File: config.mk
export PLATFORM = sky130hd
export DESIGN_NAME = sched_delta_gen
export DESIGN_NICKNAME = d
export VERILOG_FILES = /design/src/rtl/sdg_pkg.sv /design/src/rtl/sdg_launch_fsm.sv /design/src/rtl/sdg_drift_tracker.sv /design/src/rtl/sdg_delta_shaper.sv /design/src/rtl/sched_delta_gen.sv
export SDC_FILE = /design/constraint.sdc
export NUM_CORES = 1
export LEC_CHECK = 0
export BUFFER_PORTS_ARGS = -buffer_cell sky130_fd_sc_hd__buf_2
export CORE_MARGIN = 10
export CORE_UTILIZATION = 29
export DETAILED_ROUTE_END_ITERATION = 10
export GPL_TIMING_DRIVEN = 0
export REMOVE_ABC_BUFFERS = 1
export SETUP_SLACK_MARGIN = 0.05
export SLEW_MARGIN = 20
export SYNTH_ARGS = -nofsm -noshare
export SYNTH_HDL_FRONTEND = slang
export SYNTH_SLANG_ARGS = --single-unit
File: constraint.sdc
create_clock -name clk -period 3.5 [get_ports clk]
set_input_delay 0.7 -clock clk [delete_from_list [all_inputs] [get_ports clk]]
set_output_delay 0.7 -clock clk [all_outputs]
set_load 0.01 [all_outputs]
File: src/rtl/sdg_pkg.sv
`timescale 1ns/1ps
package sdg_pkg;
  typedef enum logic [1:0] {
    SDG_IDLE = 2'd0,
    SDG_RUN  = 2'd1,
    SDG_HALT = 2'd2
  } sdg_state_e;
endpackage

File: src/rtl/sdg_launch_fsm.sv
`timescale 1ns/1ps
module sdg_launch_fsm #(
  parameter int TIME_W = 48
) (
  input  logic              clk,
  input  logic              rst_n,
  input  logic              arm_i,
  input  logic              step_i,
  input  logic [TIME_W-1:0] ptp_time_i,
  input  logic [TIME_W-1:0] start_time_i,
  output logic              go_o,
  output logic              run_o
);
  import sdg_pkg::*;

  sdg_state_e state_q, state_d;
  logic       start_reached;

  assign start_reached = (ptp_time_i >= start_time_i);

  always_comb begin
    state_d = state_q;
    go_o    = 1'b0;
    case (state_q)
      SDG_IDLE: begin
        if (arm_i && !step_i && start_reached) begin
          go_o    = 1'b1;
          state_d = SDG_RUN;
        end
      end
      SDG_RUN: begin
        if (step_i) begin
          state_d = SDG_HALT;
        end else if (!arm_i) begin
          state_d = SDG_IDLE;
        end
      end
      SDG_HALT: begin
        if (!arm_i) begin
          state_d = SDG_IDLE;
        end
      end
      default: state_d = SDG_IDLE;
    endcase
  end

  always_ff @(posedge clk or negedge rst_n) begin
    if (!rst_n) begin
      state_q <= SDG_IDLE;
    end else begin
      state_q <= state_d;
    end
  end

  assign run_o = (state_q == SDG_RUN);
endmodule

File: src/rtl/sdg_drift_tracker.sv
`timescale 1ns/1ps
module sdg_drift_tracker #(
  parameter int TIME_W  = 48,
  parameter int ERR_W   = 16,
  parameter int MAX_ADJ = 5,
  parameter int ADJ_W   = 4
) (
  input  logic                    clk,
  input  logic                    rst_n,
  input  logic                    go_i,
  input  logic                    run_i,
  input  logic                    strobe_i,
  input  logic [TIME_W-1:0]       ptp_time_i,
  input  logic [TIME_W-1:0]       start_time_i,
  input  logic [TIME_W-1:0]       period_i,
  input  logic [TIME_W-1:0]       sched_end_i,
  output logic signed [ADJ_W-1:0] adj_o,
  output logic signed [ERR_W-1:0] err_o
);
  localparam logic signed [TIME_W:0]  MEAS_HI = (TIME_W+1)'((2 ** (ERR_W - 1)) - 1);
  localparam logic signed [TIME_W:0]  MEAS_LO = -MEAS_HI - 1;
  localparam logic signed [ERR_W-1:0] ERR_LIM = ERR_W'(MAX_ADJ);
  localparam logic signed [ADJ_W-1:0] ADJ_LIM = ADJ_W'(MAX_ADJ);

  logic [TIME_W-1:0]       ptp_rel;
  logic [TIME_W-1:0]       bound_q, bound_d;
  logic                    boundary_hit;
  logic signed [TIME_W:0]  meas_wide;
  logic signed [ERR_W-1:0] meas_sat;
  logic signed [ERR_W-1:0] err_q, err_d, err_sel, adj_ext;
  logic signed [ADJ_W-1:0] adj;
  logic                    upd_en;

  assign ptp_rel      = ptp_time_i - start_time_i;
  assign boundary_hit = (ptp_rel >= bound_q);
  assign meas_wide    = $signed({1'b0, ptp_rel}) - $signed({1'b0, sched_end_i});

  always_comb begin
    if (meas_wide > MEAS_HI) begin
      meas_sat = MEAS_HI[ERR_W-1:0];
    end else if (meas_wide < MEAS_LO) begin
      meas_sat = MEAS_LO[ERR_W-1:0];
    end else begin
      meas_sat = meas_wide[ERR_W-1:0];
    end
  end

  assign err_sel = (strobe_i && boundary_hit) ? meas_sat : err_q;

  always_comb begin
    if (err_sel > ERR_LIM) begin
      adj = ADJ_LIM;
    end else if (err_sel < -ERR_LIM) begin
      adj = -ADJ_LIM;
    end else begin
      adj = err_sel[ADJ_W-1:0];
    end
  end

  assign adj_ext = {{(ERR_W-ADJ_W){adj[ADJ_W-1]}}, adj};
  assign upd_en  = go_i || (run_i && strobe_i);

  always_comb begin
    err_d   = err_q;
    bound_d = bound_q;
    if (go_i) begin
      err_d   = '0;
      bound_d = period_i;
    end else if (run_i && strobe_i) begin
      err_d = err_sel - adj_ext;
      if (boundary_hit) begin
        bound_d = bound_q + period_i;
      end
    end
  end

  always_ff @(posedge clk or negedge rst_n) begin
    if (!rst_n) begin
      err_q   <= '0;
      bound_q <= '0;
    end else if (upd_en) begin
      err_q   <= err_d;
      bound_q <= bound_d;
    end
  end

  assign adj_o = adj;
  assign err_o = err_q;
endmodule

File: src/rtl/sdg_delta_shaper.sv
`timescale 1ns/1ps
module sdg_delta_shaper #(
  parameter int TIME_W    = 48,
  parameter int NOM_TICKS = 25,
  parameter int LEN_W     = 5,
  parameter int ADJ_W     = 4
) (
  input  logic                    clk,
  input  logic                    rst_n,
  input  logic                    go_i,
  input  logic                    run_i,
  input  logic signed [ADJ_W-1:0] adj_i,
  output logic                    strobe_o,
  output logic [TIME_W-1:0]       sched_end_o
);
  localparam logic [LEN_W-1:0]  NOM_LEN  = LEN_W'(NOM_TICKS);
  localparam logic [TIME_W-1:0] NOM_TIME = TIME_W'(NOM_TICKS);

  logic [LEN_W-1:0]       cnt_q, cnt_d, len_q, len_d;
  logic [TIME_W-1:0]      base_q, base_d;
  logic                   last_tick;
  logic signed [LEN_W:0]  len_calc;
  logic                   cnt_en;

  assign last_tick   = (cnt_q == (len_q - 1'b1));
  assign strobe_o    = run_i && last_tick;
  assign sched_end_o = base_q + NOM_TIME;
  assign len_calc    = $signed({1'b0, NOM_LEN}) - {{(LEN_W+1-ADJ_W){adj_i[ADJ_W-1]}}, adj_i};
  assign cnt_en      = go_i || run_i;

  always_comb begin
    cnt_d  = cnt_q;
    len_d  = len_q;
    base_d = base_q;
    if (go_i) begin
      cnt_d  = '0;
      len_d  = NOM_LEN;
      base_d = '0;
    end else if (last_tick) begin
      cnt_d  = '0;
      len_d  = len_calc[LEN_W-1:0];
      base_d = base_q + NOM_TIME;
    end else begin
      cnt_d = cnt_q + 1'b1;
    end
  end

  always_ff @(posedge clk or negedge rst_n) begin
    if (!rst_n) begin
      cnt_q  <= '0;
      len_q  <= NOM_LEN;
      base_q <= '0;
    end else if (cnt_en) begin
      cnt_q  <= cnt_d;
      len_q  <= len_d;
      base_q <= base_d;
    end
  end
endmodule

File: src/rtl/sched_delta_gen.sv
`timescale 1ns/1ps
module sched_delta_gen #(
  parameter int TIME_W    = 48,
  parameter int ERR_W     = 16,
  parameter int NOM_TICKS = 25,
  parameter int MAX_ADJ   = 5
) (
  input  logic              clk,
  input  logic              rst_n,
  input  logic              arm_i,
  input  logic              step_det_i,
  input  logic [TIME_W-1:0] ptp_time_i,
  input  logic [TIME_W-1:0] start_time_i,
  input  logic [TIME_W-1:0] corr_period_i,
  output logic              delta_strobe_o,
  output logic [ERR_W-1:0]  phase_err_o,
  output logic              aligned_o,
  output logic              running_o
);
  localparam int LEN_W = $clog2(NOM_TICKS + MAX_ADJ + 1);
  localparam int ADJ_W = $clog2(MAX_ADJ + 1) + 1;

  logic [1:0]              rst_pipe_q;
  logic                    rst_n_int;
  logic                    go, run, strobe;
  logic [TIME_W-1:0]       sched_end;
  logic signed [ADJ_W-1:0] adj;
  logic signed [ERR_W-1:0] err;

  always_ff @(posedge clk or negedge rst_n) begin
    if (!rst_n) begin
      rst_pipe_q <= 2'b00;
    end else begin
      rst_pipe_q <= {rst_pipe_q[0], 1'b1};
    end
  end
  assign rst_n_int = rst_pipe_q[1];

  sdg_launch_fsm #(.TIME_W(TIME_W)) u_fsm (
    .clk          (clk),
    .rst_n        (rst_n_int),
    .arm_i        (arm_i),
    .step_i       (step_det_i),
    .ptp_time_i   (ptp_time_i),
    .start_time_i (start_time_i),
    .go_o         (go),
    .run_o        (run)
  );

  sdg_delta_shaper #(
    .TIME_W(TIME_W), .NOM_TICKS(NOM_TICKS), .LEN_W(LEN_W), .ADJ_W(ADJ_W)
  ) u_shaper (
    .clk         (clk),
    .rst_n       (rst_n_int),
    .go_i        (go),
    .run_i       (run),
    .adj_i       (adj),
    .strobe_o    (strobe),
    .sched_end_o (sched_end)
  );

  sdg_drift_tracker #(
    .TIME_W(TIME_W), .ERR_W(ERR_W), .MAX_ADJ(MAX_ADJ), .ADJ_W(ADJ_W)
  ) u_tracker (
    .clk          (clk),
    .rst_n        (rst_n_int),
    .go_i         (go),
    .run_i        (run),
    .strobe_i     (strobe),
    .ptp_time_i   (ptp_time_i),
    .start_time_i (start_time_i),
    .period_i     (corr_period_i),
    .sched_end_i  (sched_end),
    .adj_o        (adj),
    .err_o        (err)
  );

  assign delta_strobe_o = strobe;
  assign running_o      = run;
  assign phase_err_o    = err;
  assign aligned_o      = run && (err == '0);
endmodule

**Word-level counts from Yosys, hierarchy flattened**

Cells that the tools add are included.

- Mux-type cells: 22
- Reductions and logical operators: 17
- Add/subtract/negate cells: 8
- Eq/ne operators: 4
- Order comparisons: 6

Operator list:

| operator | count |
|---|---|
| two-way mux 48 bit | 5 |
| >= comparator 48 bit | 2 |
| two-way mux 16 bit | 5 |
| > comparator 49 x 16 -> 1 bit, second input constant | 1 |
| < comparator 49 x 16 -> 1 bit, second input constant | 1 |
| subtractor 48 x 48 -> 49 bit | 1 |
| adder 48 bit | 1 |
| adder 48 x 5 -> 48 bit, second input constant | 1 |
| subtractor 48 bit | 1 |
| two-way mux 5 bit | 4 |
| > comparator 16 x 4 -> 1 bit, second input constant | 1 |
| logical NOT 16 bit | 1 |
| < comparator 16 x 4 -> 1 bit, second input constant | 1 |
| subtractor 16 x 4 -> 16 bit | 1 |
| two-way mux 4 bit | 2 |
| logical AND 1 bit | 6 |
| two-way mux 2 bit | 3 |
| one-hot mux 2 bit (3 select lines) | 1 |
| nonzero test 2 bit | 3 |
| adder 5 x 1 -> 5 bit, second input constant | 1 |
| equality test 5 bit | 1 |
| subtractor 4 x 4 -> 5 bit, first input constant | 1 |
| subtractor 5 x 1 -> 5 bit, second input constant | 1 |
| AND reduction 2 bit | 2 |
| 8 further kinds | 10 |

- Register bits: 126
- Output and inout port bits: 19
- Logic and storage cells: 64
- Input bits: 148

**Longest topological paths before layout**

- Word-level depth: 12
- Gate-level depth with buffers: 50
- Depth with buffers taken out: 49

**Cells and area by module**

A second synthesis with hierarchy kept.

- Cell total of the unflattened synthesis: 2473
- Area, all modules: 18716.7 µm²

Modules (own cells, without submodules):

| module | cells each | seq. area each (µm²) | times used | area an instance (µm²) |
|---|---|---|---|---|
| sdg_drift_tracker | 1791 | 1601.5 | 1 | 13001.2 |
| sdg_delta_shaper | 497 | 1455.1 | 1 | 4285.4 |
| sdg_launch_fsm | 176 | 50.0 | 1 | 1313.8 |
| sched_delta_gen | 9 | 50.0 | 1 | 116.4 |

**Worst setup path before layout**

Ideal clock, no wire load.

- Path kind: input -> register
- Start point: input port start_time_i[1]
- End point: register u_tracker.err_q[13] (netlist: u_tracker.err_o[13])
- Arrival: 9737 ps
- Stages on the path: 43
- Path slack: -6361 ps
- Buffers on the path: 0
- Required time: 3375 ps
- Setup time: 125 ps
- Cells stage by stage: inv_1 ha_1 nor2b_1 o31a_1 o21a_1 nor2_1 inv_1 a21o_1 a21oi_1 xnor2_1 ha_1 o21ai_0 nand2_1 a41oi_1 o21ai_0 a31o_2 and3_1 and4b_1 (+7 left out) a21boi_2 o31ai_1 a211o_1 a211oi_2 a31oi_1 o21ai_0 ha_1 nor2b_1 o21ai_0 nand2b_1 a21o_1 a21o_1 nand2_1 nor3_1 a2111o_1 a2111oi_2 o2111a_1 nor3_2

- Cells in the longest elaborated chain, start to end: 12
- Elaborated cells on any way between the ends: 23
- Those cells by class: add/sub (3); order compare (6); mux (9); reduce/logical (5)

RTL lines:

| what | line | RTL |
|---|---|---|
| start, declared | sched_delta_gen.sv:13 | `input logic [TIME_W-1:0] start_time_i,` |
| subtractor 48 bit | sdg_drift_tracker.sv:34 | `assign ptp_rel = ptp_time_i - start_time_i;` |
| subtractor 48 x 48 -> 49 bit | sdg_drift_tracker.sv:36 | `assign meas_wide = $signed({1'b0, ptp_rel}) - $signed({1'b0, sched_end_i});` |
| < comparator 49 x 16 -> 1 bit | sdg_drift_tracker.sv:41 | `end else if (meas_wide < MEAS_LO) begin` |
| two-way mux 16 bit | sdg_drift_tracker.sv:41 |  |
| two-way mux 16 bit | sdg_drift_tracker.sv:39 | `if (meas_wide > MEAS_HI) begin` |
| two-way mux 16 bit | sdg_drift_tracker.sv:48 | `assign err_sel = (strobe_i && boundary_hit) ? meas_sat : err_q;` |
| < comparator 16 x 4 -> 1 bit | sdg_drift_tracker.sv:53 | `end else if (err_sel < -ERR_LIM) begin` |
| two-way mux 4 bit | sdg_drift_tracker.sv:53 |  |
| two-way mux 4 bit | sdg_drift_tracker.sv:51 | `if (err_sel > ERR_LIM) begin` |
| subtractor 16 x 4 -> 16 bit | sdg_drift_tracker.sv:70 | `err_d = err_sel - adj_ext;` |
| two-way mux 16 bit | sdg_drift_tracker.sv:69 | `end else if (run_i && strobe_i) begin` |
| two-way mux 16 bit | sdg_drift_tracker.sv:66 | `if (go_i) begin` |
| end signal, assigned | sdg_drift_tracker.sv:82 | `err_q <= err_d;` |
| end, declared | sdg_drift_tracker.sv:30 | `logic signed [ERR_W-1:0] err_q, err_d, err_sel, adj_ext;` |

Several ways; a longest one is shown, not always the timed one. The select of a mux whose other input is x is not followed.
A chain may end at the register's enable or synchronous reset.

**Worst setup path in the final report**

- Start point: input port ptp_time_i[0]
- End point: register u_tracker.err_q[11] (netlist: u_tracker.err_o[11])

- Cells in the longest elaborated chain, start to end: 12
- Elaborated cells on any way between the ends: 23
- Those cells by class: add/sub (3); order compare (6); mux (9); reduce/logical (5)

RTL lines:

| what | line | RTL |
|---|---|---|
| start, declared | sched_delta_gen.sv:12 | `input logic [TIME_W-1:0] ptp_time_i,` |
| subtractor 48 bit | sdg_drift_tracker.sv:34 |  |
| subtractor 48 x 48 -> 49 bit | sdg_drift_tracker.sv:36 |  |
| < comparator 49 x 16 -> 1 bit | sdg_drift_tracker.sv:41 |  |
| two-way mux 16 bit | sdg_drift_tracker.sv:41 |  |
| two-way mux 16 bit | sdg_drift_tracker.sv:39 |  |
| two-way mux 16 bit | sdg_drift_tracker.sv:48 |  |
| < comparator 16 x 4 -> 1 bit | sdg_drift_tracker.sv:53 |  |
| two-way mux 4 bit | sdg_drift_tracker.sv:53 |  |
| two-way mux 4 bit | sdg_drift_tracker.sv:51 |  |
| subtractor 16 x 4 -> 16 bit | sdg_drift_tracker.sv:70 |  |
| two-way mux 16 bit | sdg_drift_tracker.sv:69 |  |
| two-way mux 16 bit | sdg_drift_tracker.sv:66 |  |

Several ways; a longest one is shown, not always the timed one. The select of a mux whose other input is x is not followed.

==> impl_metrics.ini <==
[clock_tree]
tritoncts = yes
cts_buffers = 17
htreeDepth = 4
clockBufferDepth = 2
clock-sinks = 126
clockRootBuffer = clkbuf_16
clk_pin_slew_worst_paths_ns = 0.06
clk_latency_ns = 0.49

[setup_path]
cp.required_ns = 3.86
cp-end-kind = register
startpoint_type = input pin
cpMaxStageDelayCell = or4_4
critical_path_class = input pin to register
path_max_fanout = 5
rr_worst_depth = 41
slowest_delay_ns = 0.66
cp_data_arrival_time_ns = 9.95

[power]
p_per_area_nw_per_um2 = 433
p_leak_nw = 9.85
peakVddDrop_uv = 396

[synth]
synth_edf_count = 0
synth_top_area_frac = 0.171
synth.distinct_cells = 109
yosysTopAreaCell = dfrtp_1
synth_seq_area_share = 0.176
ys.flop_type = dfrtp_1
syn_area_per_cell_um2 = 7.52
ys_seq_elements = 126
async_flop_share = 1.00
syn-cell-area_um2 = 18000
netlist_top_cells_area = dfrtp_1 (17%), ha_1 (14%), o21ai_0 (5.9%)
yosys_warnings = 0
synthMostInstantiatedCell = o21ai_0
synthCells = 2389
synthTopCellsByCount = o21ai_0 (211), ha_1 (194), nand2_1 (190)

[grt]
grt_max_degree = 73
grt_usage = 0.169
grt_pass1_vias = 17810
antenna_found_initial = 0
grt_pass1_wl_mm = 97.3
grt-ovfl-total = 0

[sta]
rsz0062_at_grt = true
min_period_ns = 9.58
worst_pin_slew_ns = 1.05
finalMaxSlewViolations = 0
finalHoldViolCount = 0
clock-skew-final_ns = 0.0122
finalCritPeriodShare = 2.74
tns_ns = -298.24
finalHoldWorstSlack_ns = 0.327
fmax_mhz = 104
timing.slew.headroom = 0.293
worst_slack_ns = -6.08
finalSetupViolCount = 124

[detailed_routing]
wl_per_cell_um = 18.9
drtIter0Drc = 1461
routed_wl_mm = 64.4
dr.pass1.iters = 7
vias = 19083
drc = 0
antenna_left = 0
viasPerCell = 5.59

[floorplanning]
fp.dieW_um = 269
coreArea_um2 = 61500
std_cell_rows = 91
start_util = 0.292
die_area_um2 = 72300
die-height_um = 269
pin_count = 167

[layout]
instances_no_fill = 3416
diodes = 0
area_growth_pct = 26.4
fin_nets = 2959
fin_area_um2 = 22700
drive_gt1_frac = 0.222

[placed_design]
io_buffers = 166
dpl.cell_count = 3274
gp_routability_congestion = 0.905
hpwlAfterDp_mm = 48.4
place_area_um2 = 19700
pre_cts_slack_ns = -8.64

[outcome]
violations = setup timing
status = finished, violations left

[job]
maxCapViolations = 0

[worst_hold_path]
hp-class = register to async pin
==> registers in the layout (all words and copies together), names as in the netlist <==
name,count
rst_pipe_q,2
u_fsm.state_q,2
u_shaper.base_q,48
u_shaper.cnt_q,5
u_shaper.len_q,5
u_tracker.bound_q,48
u_tracker.err_o,16
==> report_power, final <==
part	switching [mW]	internal (mW)	total, mW
Sequential	0.151	1.62	1.77
Combinational	3.54	2.69	6.23
Clock	0.845	0.984	1.83
==> repair_timing <==
action,CTS,global route
pin swaps,105,96
setup buffers,55,50
hold endpoints to repair,2,0
hold buffers,1,0
gates resized for setup,201,152
setup endpoints to repair,124,124
cloned,0,5
==> layer usage <==
layer  vias to the layer above  wire length, um  part of all wire  track usage
met2                       561            30700              0.48        0.285
li1                       9329                -                 -            -
met3                        68             3850             0.060       0.0315
met1                      9125            28800              0.45        0.219
met5                         -                0                 0            0
met4                         0             1100             0.017       0.0395
==> worst paths after layout <==
kind / from / endpoint / slack, ns
setup reg to reg: u_shaper.base_q[2]$_DFFE_PN0P_ / u_tracker.err_o[11]$_DFFE_PN0P_ / -5.92
hold reg to reg: rst_pipe_q[1]$_DFF_PN0_ / u_tracker.err_o[11]$_DFFE_PN0P_ / 0.33
hold / removal: rst_pipe_q[1]$_DFF_PN0_ / u_tracker.err_o[11]$_DFFE_PN0P_ / 0.33
max in group asynchronous: rst_pipe_q[1]$_DFF_PN0_ / u_shaper.len_q[4]$_DFFE_PN1P_ / 2.47
setup / recovery: ptp_time_i[0] / u_tracker.err_o[11]$_DFFE_PN0P_ / -6.08
min in group clk: rst_pipe_q[0]$_DFF_PN0_ / rst_pipe_q[1]$_DFF_PN0_ / 0.37
==> cells in the final DEF, fill, tap and decap left out, types with 25 or more instances in the layout <==
master,n
and3_1,45
ha_1,166
dfrtp_1,122
nand3_1,109
o21a_1,28
o21ai_1,46
xnor2_1,111
a21o_1,66
inv_1,158
o21ai_0,153
buf_2,162
xor2_1,50
a21oi_1,145
nor2_1,149
nand2b_1,48
nand2_1,183
nor3_1,48
nand4_1,36
ha_4,25
a31oi_1,47
buf_4,89
==> through the flow <==
stage	util	total power [mW]
4_1_cts	0.352	9.39
3_3_place_gp	0.317	7.01
5_1_grt	0.369	10.6
2_1_floorplan	-	5.78
3_5_place_dp	0.321	7.04
6_report	0.369	9.83
==> critical path, delay by kind of cell <==
family | cells | cell delay (ns)
fa+ha+maj | 4 | 1.07
buf+inv | 7 | 0.77
xor+xnor | 1 | 0.10
mux | 1 | 0.20
simple gates | 13 | 2.55
compound gates | 21 | 4.53
==> layout make-up <==
cell class                      instances  area (um^2)
Clock buffer                           17          425
Sequential cell                       126         3160
Fill cell                            6353        38800
Inverter                              170          679
Timing Repair Buffer                  283         2030
Multi-Input combinational cell       2015        15300
Clock inverter                         15          140
Tap cell                              790          988
==> logic make-up (layout without fill, tap and decap cells) <==
family | after synthesis | in the layout | share of synthesized area
AND/OR/NAND/NOR | 817 | 817 | 0.235
buffers and inverters | 250 | 485 | 0.0532
other | 1 | 1 | 0.000209
AO/OA/AOI/OAI | 784 | 786 | 0.288
XOR/XNOR | 181 | 181 | 0.0913
multiplexers | 20 | 20 | 0.0113
flip-flops | 126 | 126 | 0.176
adder cells (fa/ha/maj) | 210 | 210 | 0.146
No activity file was read; power rests on OpenSTA's default activity.
